File: config.mk
export PLATFORM = sky130hd
export DESIGN_NAME = alu_exec
export DESIGN_NICKNAME = d
export VERILOG_FILES = /design/src/rtl/alu_pkg.sv /design/src/rtl/alu_operand_sel.sv /design/src/rtl/alu_barrel_shift.sv /design/src/rtl/alu_core.sv /design/src/rtl/alu_flag_pack.sv /design/src/rtl/alu_exec.sv
export SDC_FILE = /design/constraint.sdc
export NUM_CORES = 1
export LEC_CHECK = 0
export ABC_AREA = 1
export BUFFER_PORTS_ARGS = -buffer_cell sky130_fd_sc_hd__buf_4
export CORE_ASPECT_RATIO = 0.9
export CORE_MARGIN = 4
export CORE_UTILIZATION = 50
export DETAILED_ROUTE_END_ITERATION = 16
export PLACE_DENSITY = 0.75
export SLEW_MARGIN = 0
export SYNTH_ARGS = -nofsm -noshare
export SYNTH_HDL_FRONTEND = slang
export SYNTH_SLANG_ARGS = --single-unit
export TNS_END_PERCENT = 30
File: constraint.sdc
create_clock -name vclk -period 5
set_clock_uncertainty 0.15 [all_clocks]
set_input_delay 0.5 -clock vclk [all_inputs]
set_output_delay 0.5 -clock vclk [all_outputs]
set_load 0.01 [all_outputs]
File: src/rtl/alu_pkg.sv
package alu_pkg;
  typedef enum logic [2:0] {
    OP_ADD = 3'd0,
    OP_SUB = 3'd1,
    OP_XOR = 3'd2,
    OP_OR  = 3'd3,
    OP_AND = 3'd4,
    OP_LSL = 3'd5,
    OP_LSR = 3'd6,
    OP_ASR = 3'd7
  } alu_op_e;

  localparam int FLAG_CARRY = 0;
  localparam int FLAG_OVF   = 1;
  localparam int FLAG_ZERO  = 2;
  localparam int FLAG_SIGN  = 3;
  localparam int FLAG_ODD   = 4;
  localparam int FLAG_CNT   = 5;
endpackage

File: src/rtl/alu_operand_sel.sv
module alu_operand_sel #(
  parameter int DATA_W = 32,
  parameter int IMM_W  = 16,
  parameter int IDX_W  = 4
) (
  input  logic [IDX_W-1:0]  a_idx,
  input  logic [DATA_W-1:0] a_val,
  input  logic [IDX_W-1:0]  b_idx,
  input  logic [DATA_W-1:0] b_val,
  input  logic [IMM_W-1:0]  imm,
  input  logic              use_imm,
  input  logic              sign_ext,
  output logic [DATA_W-1:0] opa,
  output logic [DATA_W-1:0] opb
);
  localparam int EXT_W = DATA_W - IMM_W;

  logic [DATA_W-1:0] imm_ext;

  // Register index 0 is hard-wired to zero.
  always_comb begin
    opa = (a_idx == '0) ? '0 : a_val;
  end

  always_comb begin
    if (sign_ext) imm_ext = {{EXT_W{imm[IMM_W-1]}}, imm};
    else          imm_ext = {{EXT_W{1'b0}}, imm};
  end

  always_comb begin
    if (use_imm)            opb = imm_ext;
    else if (b_idx == '0)   opb = '0;
    else                    opb = b_val;
  end
endmodule

File: src/rtl/alu_barrel_shift.sv
module alu_barrel_shift #(
  parameter int DATA_W = 32,
  localparam int SH_W  = $clog2(DATA_W)
) (
  input  logic [DATA_W-1:0] din,
  input  logic [SH_W-1:0]   amt,
  input  logic              left,
  input  logic              arith,
  output logic [DATA_W-1:0] dout
);
  logic [DATA_W-1:0] rev_in;
  logic [DATA_W-1:0] stage [SH_W+1];
  logic [DATA_W-1:0] rev_out;
  logic              fill;

  // Left shifts reuse the right-shift network on bit-reversed data.
  always_comb begin
    for (int i = 0; i < DATA_W; i++) rev_in[i] = din[DATA_W-1-i];
  end

  assign stage[0] = left ? rev_in : din;
  assign fill     = arith & ~left & din[DATA_W-1];

  for (genvar k = 0; k < SH_W; k++) begin : g_stage
    localparam int STEP = 1 << k;
    assign stage[k+1] = amt[k] ? {{STEP{fill}}, stage[k][DATA_W-1:STEP]} : stage[k];
  end

  always_comb begin
    for (int i = 0; i < DATA_W; i++) rev_out[i] = stage[SH_W][DATA_W-1-i];
  end

  assign dout = left ? rev_out : stage[SH_W];
endmodule

File: src/rtl/alu_core.sv
module alu_core
  import alu_pkg::*;
#(
  parameter int DATA_W = 32,
  localparam int SH_W  = $clog2(DATA_W)
) (
  input  alu_op_e           op,
  input  logic [DATA_W-1:0] opa,
  input  logic [DATA_W-1:0] opb,
  output logic [DATA_W-1:0] res,
  output logic              carry,
  output logic              ovf
);
  logic              is_sub;
  logic              is_arith;
  logic [DATA_W-1:0] b_eff;
  logic [DATA_W:0]   sum;
  logic [DATA_W-1:0] sh_res;

  assign is_sub   = (op == OP_SUB);
  assign is_arith = (op == OP_ADD) || is_sub;
  assign b_eff    = is_sub ? ~opb : opb;

  // One adder serves add and subtract (two's complement, carry-in 1).
  assign sum = {1'b0, opa} + {1'b0, b_eff} + {{DATA_W{1'b0}}, is_sub};

  alu_barrel_shift #(.DATA_W(DATA_W)) u_shift (
    .din   (opa),
    .amt   (opb[SH_W-1:0]),
    .left  (op == OP_LSL),
    .arith (op == OP_ASR),
    .dout  (sh_res)
  );

  always_comb begin
    unique case (op)
      OP_ADD, OP_SUB:         res = sum[DATA_W-1:0];
      OP_XOR:                 res = opa ^ opb;
      OP_OR:                  res = opa | opb;
      OP_AND:                 res = opa & opb;
      OP_LSL, OP_LSR, OP_ASR: res = sh_res;
      default:                res = '0;
    endcase
  end

  always_comb begin
    if (is_arith) begin
      carry = is_sub ? ~sum[DATA_W] : sum[DATA_W];
      ovf   = (opa[DATA_W-1] == b_eff[DATA_W-1]) && (sum[DATA_W-1] != opa[DATA_W-1]);
    end else begin
      carry = 1'b0;
      ovf   = 1'b0;
    end
  end
endmodule

File: src/rtl/alu_flag_pack.sv
module alu_flag_pack
  import alu_pkg::*;
#(
  parameter int DATA_W = 32
) (
  input  logic [DATA_W-1:0] res,
  input  logic              carry,
  input  logic              ovf,
  output logic [FLAG_CNT-1:0] flags,
  output logic [DATA_W-1:0] word
);
  always_comb begin
    flags             = '0;
    flags[FLAG_CARRY] = carry;
    flags[FLAG_OVF]   = ovf;
    flags[FLAG_ZERO]  = (res == '0);
    flags[FLAG_SIGN]  = res[DATA_W-1];
    flags[FLAG_ODD]   = ^res;
  end

  for (genvar i = 0; i < DATA_W; i++) begin : g_word
    if (i < FLAG_CNT) begin : g_live
      assign word[i] = flags[i];
    end else begin : g_zero
      assign word[i] = 1'b0;
    end
  end
endmodule

File: src/rtl/alu_exec.sv
module alu_exec
  import alu_pkg::*;
#(
  parameter int DATA_W = 32,
  parameter int IMM_W  = 16,
  parameter int IDX_W  = 4
) (
  input  logic [2:0]        op_sel,
  input  logic              use_imm,
  input  logic [IDX_W-1:0]  a_idx,
  input  logic [DATA_W-1:0] a_val,
  input  logic [IDX_W-1:0]  b_idx,
  input  logic [DATA_W-1:0] b_val,
  input  logic [IMM_W-1:0]  imm,
  output logic [DATA_W-1:0] result,
  output logic              flag_c,
  output logic              flag_v,
  output logic              flag_z,
  output logic              flag_n,
  output logic              flag_p,
  output logic [DATA_W-1:0] flag_word
);
  alu_op_e             op;
  logic [DATA_W-1:0]   opa;
  logic [DATA_W-1:0]   opb;
  logic                core_c;
  logic                core_v;
  logic [FLAG_CNT-1:0] flags;

  assign op = alu_op_e'(op_sel);

  alu_operand_sel #(.DATA_W(DATA_W), .IMM_W(IMM_W), .IDX_W(IDX_W)) u_opsel (
    .a_idx    (a_idx),
    .a_val    (a_val),
    .b_idx    (b_idx),
    .b_val    (b_val),
    .imm      (imm),
    .use_imm  (use_imm),
    .sign_ext ((op == OP_ADD) || (op == OP_SUB)),
    .opa      (opa),
    .opb      (opb)
  );

  alu_core #(.DATA_W(DATA_W)) u_core (
    .op    (op),
    .opa   (opa),
    .opb   (opb),
    .res   (result),
    .carry (core_c),
    .ovf   (core_v)
  );

  alu_flag_pack #(.DATA_W(DATA_W)) u_flags (
    .res   (result),
    .carry (core_c),
    .ovf   (core_v),
    .flags (flags),
    .word  (flag_word)
  );

  assign flag_c = flags[FLAG_CARRY];
  assign flag_v = flags[FLAG_OVF];
  assign flag_z = flags[FLAG_ZERO];
  assign flag_n = flags[FLAG_SIGN];
  assign flag_p = flags[FLAG_ODD];
endmodule

==> metrics, run 1 <==
Tot GR Track Use=40.7%; Setup violations, final=4; hold path depth=6; vias per inst=5.92; IO Count=161; layout cells sized above 1=34.8%; post-synthesis sequential area ratio=0%; PortBufs=134; RSZ-0062 raised after global routing=true; crit path max fanout=5; Register Area=0 µm²; number of global-route vias before repair=11600; most common cell in the netlist=nand2_1; nets@finish=about 2200; commonest cells in the netlist=nand2_1, nand3_1, inv_1, ha_1, nor2_1; Iteration-0 DRC Markers=between 1500 and 2000; Slew headroom=60.8%; Routed WL per cell=approximately 20 µm; Total Die Area=20600 µm²; critical path class=in -> out; area leader, netlist=nand2_1; Compound-Gate Fraction of Synth Area=about 12%; CP max stage cell=ha_1; synthesized instance count=1649; DP Area=11800 µm²; DIE WIDTH=151 µm; post-layout min period=5210 ps; FP Rows=46; antenna violations before repair=0; Crit path depth=28; largest net degree at the start of global routing=between 40 and 50; largest family of logic cells by synthesized area=simple AND/OR/NAND/NOR gates; post-synth top area share=about a fifth; Worst EP required=4350 ps; FMAX=about 0.19 GHz; CP endpoint kind=output pin; global placement routability congestion=~1.1; Hold-fix buffers, CTS=0; Core Box Area=~18000 µm²; setup tns final=-598 ps; DP HPWL=between 30 and 40 mm; filler instances=1471; Simple-Gate Fraction of Synth Area=52.9%; fin crit share=104%; Static Leak=0.00711 µW; CP Buf/Inv Count=6; post-synthesis adder-cell area fraction=between 15 and 20%; first-pass GRT wire length=roughly 65 mm; gr ovfl total=0; top cells by area in the synthesized netlist=nand2_1, nand3_1, ha_1; DRT Pass-1 Iters=6; Synth-to-Final Area Change=41.6%; CP arrival=approximately 4600 ps; Post-Route WL=45.2 mm; status=complete, but fails checks; fin area=roughly 13000 µm²; final-layout clock buffer total=0; Critical Path Max Stage Delay=390 ps; Crit path max-delay family=simple AND/OR/NAND/NOR gates; syn_area_per_cell=between 5 and 6 µm²; fin worst setup slack=-206 ps; DR vias=13200; antenna cells=0; area of the mapped netlist=9180 µm²; Max Cap Violations=0; final core utilization=72.8%; Antenna Nets Post-Route=0; FFs & Latches=0; Tightest Pin Transition=588 ps; hold crit path type=in -> out; Synth cell types=47; Initial Utilization=51.4%; Pwr per Cell Area=223 nW/µm²; Fin. Hold Viols=0; failing checks=setup timing; max-slew violation count=0; Worst setup SP type=input pin; mux contribution to synthesized area=0%; Die Ht=137 µm; Peak VDD IR=0.712 mV; final routed DRC violation total=0; Post-Synth XOR/XNOR Area=4.68%; Yosys Warn Count=0
-- kinds of logic after synthesis --
kind of cell | after synthesis
simple gates | 1032
buf+inv | 276
compound gates | 179
fa+ha+maj | 112
xor+xnor | 49
other cells | 1
-- area by class of cell --
class / count / area, µm² / area share [%]
multi-input cells: 1400 / 8700 / 67.0
repair buffers: 425 / 3390 / 26.1
inverters: 155 / 592 / 4.55
well taps: 240 / 300 / 2.31
repair inverters: 1 / 3.75 / 0.0289
-- routing by layer --
layer	up-vias	part of all wire, %	track usage, %	wire (µm)
li1	6071	-	-	-
met1	6086	39	56.3	17500
met2	850	44	63.5	19700
met3	149	13	7.52	5990
met4	0	4.4	13.6	2010
met5	-	0	0	0
-- report_power, final --
part	total, µW	internal [µW]	switching (µW)
sequential	0	0	0
clock	0	0	0
combinational	2900	1320	1580
total	2900	1320	1580
-- worst paths after layout --
| path | from | to | slack [ps] |
|---|---|---|---|
| hold / removal | a_val[31] | flag_v | 1520 |
| setup / recovery | op_sel[1] | flag_word[4] | -210 |
-- timing repair --
action,in CTS,in global routing
endpoints found under the setup margin,4,7
resized for setup,103,91
pin swaps,56,57
gates cloned,3,0
setup buffers,41,9
-- stage by stage --
stage / total power, µW / setup slack [ps] / instances / hold slack, ps
floorplan: 1400 / 6.50 / 1675 / 1090
global placement: 2300 / -537 / 2171 / 1430
finish: 2900 / -206 / 2221 / 1520
CTS: 2660 / -5.06 / 2213 / 1460
detailed placement: 2320 / -479 / 2171 / 1490
global route: 3070 / -340 / 2221 / 1570
-- placed cells by master, fill, tap and decap left out, types with 3 or more instances in the layout --
cell type and instances:
nand2_1 473, buf_4 397, nand3_1 284, inv_1 133, ha_1 102, nor2_1 72
nand3_2 63, nand2_2 50, o21ai_0 36, xor2_1 33, a21oi_1 31, a21oi_2 28
a221oi_1 27, conb_1 27, inv_2 20, buf_6 17, nor2_2 16, o21ai_1 16
a21o_1 10, nand2_4 9, and2_4 9, nand4_1 9, ha_4 9, buf_12 9
nor2_4 8, o21ai_2 7, nor3_1 7, and2_1 5, a211oi_1 5, nand3b_1 5
xnor2_1 5, xnor2_2 5, nor3_2 4, or2_2 3, xnor2_4 3
Power figures use the tool's default switching activity.
==> inputs of run 2 (changes only) <==
- CORE_UTILIZATION: 50 -> 54
- PLACE_DENSITY: 0.75 -> 0.8
==> run 2 against run 1 <==
  * The flow still finishes with violations (setup timing)
  * Utilization grew 2.6 points
  * Count of clock-buffer cells in the layout stayed put
  * Total power fell by 11%
  * Worst setup slack improved by 57 ps
  * Sequential share of layout area is the same
  * Non-clock buffer count is 64 lower
  * Critical endpoint is now flag_p
==> metrics, run 2 (synthesis gave the netlist of run 1 again) <==
PortBufs=134 (unchanged); placement-stage worst setup slack=-175 ps (was -479 ps); Max Cap Violations=0 (unchanged); vias per inst=6.04 (was 5.92); hold crit path type=in -> out (unchanged); CP Buf/Inv Count=9 (was 6); commonest non-fill, non-tap cell in the layout=nand2_1 (unchanged); Core Box Area=16400 µm² (was 17800 µm²); gr ovfl total=0 (unchanged); DRT Pass-1 Iters=8 (was 6); DIE WIDTH=145 µm (was 151 µm); worst hold slack=1390 ps (was 1520 ps); Synth-to-Final Area Change=34.8% (was 41.6%); DP HPWL=33.3 mm (was 34.7 mm); fin worst setup slack=-148 ps (was -206 ps); Worst Setup EP=flag_p (was flag_word[4]); critical path class=in -> out (unchanged); Routed WL per cell=19.9 µm (was 20.4 µm); Fin. Hold Viols=0 (unchanged); Pwr per Cell Area=208 nW/µm² (was 223 nW/µm²); largest net degree at the start of global routing=48 (was 47); FMAX=0.194 GHz (was 0.192 GHz); post-layout min period=5150 ps (was 5210 ps); DR vias=12800 (was 13200); RSZ-0062 raised after global routing=true (unchanged); Hold-fix buffers, CTS=0 (unchanged); Initial Utilization=55.9% (was 51.4%); failing checks=setup timing (unchanged); Die Ht=132 µm (was 137 µm); final routed DRC violation total=0 (unchanged); fin crit share=103% (was 104%); Crit path depth=26 (was 28); Crit path max-delay family=buffers and inverters (was simple AND/OR/NAND/NOR gates); filler instances=1396 (was 1471); max-slew violation count=0 (unchanged); first-pass GRT wire length=61.0 mm (was 64.8 mm); critical path launch point=op_sel[1] (unchanged); Worst EP required=4350 ps (about the same); Post-Route WL=42.3 mm (was 45.2 mm); nets@finish=2122 (was 2187); CP most frequent cell=buf_4; Critical Path Max Stage Delay=410 ps (was 390 ps); antenna violations before repair=0 (unchanged); Worst setup SP type=input pin (unchanged); number of global-route vias before repair=11000 (was 11600); Tot GR Track Use=39.4% (was 40.7%); CP arrival=4500 ps (was 4560 ps); Register Area=0 µm² (unchanged); Slew headroom=40.6% (was 60.8%); layout cells sized above 1=33.1% (was 34.8%); commonest cells after routing, fill and taps aside=nand2_1, buf_4, nand3_1 (unchanged); Total Die Area=19200 µm² (was 20600 µm²); Antenna Nets Post-Route=0 (unchanged); Static Leak=0.00677 µW (was 0.00711 µW); status=complete, but fails checks (unchanged); Tightest Pin Transition=891 ps (was 588 ps); Setup violations, final=2 (was 4); global placement routability congestion=1.01 (was 1.07); CP max stage cell=ha_1 (unchanged); Iteration-0 DRC Markers=2159 (was 1691); antenna cells=0 (unchanged); CP endpoint kind=output pin (unchanged); FFs & Latches=0 (unchanged); IO Count=161 (unchanged); Peak VDD IR=0.799 mV (was 0.712 mV); FP Rows=44 (was 46); crit path max fanout=6 (was 5); final-layout clock buffer total=0 (unchanged)
run 2: cell types whose count changed in the layout (fill, tap and decap cells not counted), sizes merged:
cell,before,now
buf,425,361
clkinv,0,2
inv,156,153
run 2: worst min path at each step:
| stage | startpoint | endpoint | slack [ps] | cells after the start |
|---|---|---|---|---|
| finish | op_sel[1] | flag_c | 1390 | 5 |
| global route | op_sel[1] | flag_c | 1380 | 5 |
| detailed placement | op_sel[0] | flag_c | 1380 | 5 |
| floorplan | op_sel[0] | flag_c | 1090 | 3 |
| CTS | op_sel[0] | flag_c | 1380 | 5 |
| global placement | op_sel[0] | flag_c | 1340 | 5 |
run 2: stage by stage:
stage          cells  cell area [µm²]  TNS [ps]  total power (µW)  utilization [%]
2_1_floorplan   1675             9310         0              1400                -
3_3_place_gp    2097            11400      -280              2190             69.3
3_5_place_dp    2097            11400      -348              2220             69.3
4_1_cts         2102            11500         0              2270             70.3
5_1_grt         2123            12400      -479              2740             75.4
6_report        2123            12400      -295              2580             75.4
run 2: cell type report:
type	instances	area [µm²]	area share [%]
Multi-Input combinational cell	1400	8680	70.1
Timing Repair Buffer	361	2840	22.9
Inverter	155	602	4.86
Tap cell	207	259	2.09
run 2: layer usage:
| layer | routed length, µm | track usage (%) |
|---|---|---|
| met5 | 0 | 0 |
| met4 | 1870 | 11.4 |
| met2 | 16900 | 55.7 |
| met1 | 17000 | 57.4 |
| met3 | 6590 | 11.3 |
run 2: where the power goes:
group          switching, µW  total [µW]  internal, µW  leakage (µW)
Sequential                 0           0             0             0
Combinational           1470        2580          1110       0.00677
Clock                      0           0             0             0
run 2: timing repair:
| item | CTS | global route |
|---|---|---|
| resized for setup | 37 | 163 |
| endpoints found under the setup margin | 2 | 4 |
| hold endpoints to repair | 0 | 0 |
| buffers inserted | 4 | 21 |
| cloned | 1 | 0 |
| pin swaps | 18 | 90 |
==> inputs of run 3 (changes only) <==
- CORE_UTILIZATION: 54 -> 44
- GPL_TIMING_DRIVEN: not set -> 0
- PLACE_DENSITY: 0.8 -> 0.65
- clock period: 5 -> 6 ns (I/O delays scaled with it)
==> run 3 against run 2 <==
  * Worst setup slack better by 290 ps
  * Combinational power is 27% lower
  * Wire length is 5.3% higher
  * First-iteration DRC count is 22% lower
  * Via count is 4.4% lower
  * The flow now finishes without violations
  * Highest routed layer unchanged
  * Die area is 21% higher
==> metrics, run 3 (synthesis gave the netlist of run 1 again) <==
Comb power frac=100.0% (about the same); first-pass GRT wire length=65.8 mm (was 61.0 mm); Fin. Hold Viols=0 (unchanged); Tightest Pin Transition=974 ps (was 891 ps); worst hold slack=1730 ps (was 1390 ps); number of global-route vias before repair=11100 (was 11000); Max Cap Violations=0 (unchanged); crit path max fanout=6 (unchanged); IO Count=161 (unchanged); Worst EP required=5250 ps (was 4350 ps); Initial Utilization=45.4% (was 55.9%); filler instances=2184 (was 1396); final-layout clock buffer total=0 (unchanged); layout cells sized above 1=22.2% (was 33.1%); Switching Fraction=59.9% (was 57.0%); commonest cells after routing, fill and taps aside=nand2_1, nand3_1, buf_4 (was nand2_1, buf_4, nand3_1); Register Area=0 µm² (unchanged); Worst setup SP type=input pin (unchanged); Critical Path Max Stage Delay=410 ps (about the same); FFs & Latches=0 (unchanged); gr ovfl total=0 (unchanged); status=complete, no violations (was complete, but fails checks); sequential fraction of design power=0% (about the same); PortBufs=131 (was 134); Core Box Area=20200 µm² (was 16400 µm²); nets@finish=2028 (was 2122); antenna cells=0 (unchanged); DP HPWL=37.6 mm (was 33.3 mm); Antenna Nets Post-Route=0 (unchanged); Non-Filler Instances=2077 (was 2123); Pwr per Cell Area=172 nW/µm² (was 208 nW/µm²); DIE WIDTH=160 µm (was 145 µm); fin crit share=97.7%; DRT Pass-1 Iters=6 (was 8); Int Pwr=752 µW (was 1110 µW); Tot GR Track Use=35.8% (was 39.4%); Setup violations, final=0 (was 2); clock share of power=0% (about the same); CP endpoint kind=output pin (unchanged); vias per inst=5.90 (was 6.04); commonest non-fill, non-tap cell in the layout=nand2_1 (unchanged); Post-Route WL=44.5 mm (was 42.3 mm); Die Ht=145 µm (was 132 µm); CP arrival=5110 ps (was 4500 ps); Total Die Area=23200 µm² (was 19200 µm²); Synth-to-Final Area Change=19.1% (was 34.8%); Peak VDD IR=0.177 mV (was 0.799 mV); hold crit path type=in -> out (unchanged); max-slew violation count=0 (unchanged); Iteration-0 DRC Markers=1690 (was 2159); post-layout min period=5860 ps; antenna violations before repair=0 (unchanged); Routed WL per cell=21.4 µm (was 19.9 µm); Placed Cells=2061 (was 2097); Static Leak=0.00610 µW (was 0.00677 µW); FP Rows=49 (was 44); CP max stage cell=ha_1 (unchanged); multi-input logic area=8040 µm² (was 8680 µm²); final core utilization=54.0% (was 75.4%); critical path class=in -> out (unchanged); Slew headroom=35.0% (was 40.6%); final routed DRC violation total=0 (unchanged); largest net degree at the start of global routing=20 (was 48); switching power summed over all nets=1130 µW (was 1470 µW); DR vias=12300 (was 12800); FMAX=0.171 GHz; global placement routability congestion=1.04 (was 1.01)
[run 3: cell count changes in the layout (fill, tap and decap cells not counted), moves of 14 or more]
cell      before  now
a21oi_1       25   46
a21oi_2       31   13
buf_2          0   34
buf_4        346  196
clkbuf_1       0   14
nand2_1      471  494
nand2_2       54   34
nor2_1        74   91
[run 3: final timing paths]
check            to       from  cells after the start
min      result[12]  op_sel[1]                      7
max    flag_word[4]  op_sel[0]                     27
[run 3: per-stage QoR]
stage | TNS (ps) | setup slack (ps) | total power, µW | instance area (µm²)
final | 0 | 137 | 1880 | 10900
after global routing | -29.9 | -29.9 | 2020 | 10900
after detailed placement | -2150 | -732 | 1780 | 10600
after global placement | -1910 | -645 | 1770 | 10600
after floorplan | 0 | 577 | 1160 | 9280
after CTS | 0 | 5.78 | 1800 | 10700
[run 3: layer usage]
metal	routed length, µm	part of all wire, %	vias to the layer above	global-route usage (%)
met2	19100	43	777	56.1
met3	5100	11	120	5.76
met1	18100	41	5614	49.6
met4	2250	5.1	0	12.7
li1	-	-	5751	-
met5	0	0	-	0
[run 3: what timing repair did]
action                     CTS  global route
pin swaps                    7            17
gates cloned                 0             1
setup endpoints to repair    4             3
buffers inserted             4            13
hold buffers                 0             0
resized for setup           25            47
[run 3: power groups by stage]
stage	registers (µW)	logic [µW]	clock network (µW)
after floorplan	0	1160	0
after global placement	0	1770	0
after detailed placement	0	1780	0
after CTS	0	1800	0
after global routing	0	2020	0
final	0	1880	0
[run 3: worst max-delay path: cells and delay by family]
kind | cells | cell delay (ps)
simple gates | 12 | 1770
xor+xnor | 5 | 990
fa+ha+maj | 2 | 710
buf+inv | 6 | 690
compound gates | 2 | 330
[run 3: area by class of cell]
cell class                      instances  share of cell area (%)
Buffer                                119                    7.63
Inverter                              155                    5.39
Multi-Input combinational cell       1399                    73.6
Tap cell                              255                    2.92
Timing Repair Buffer                  149                    10.5
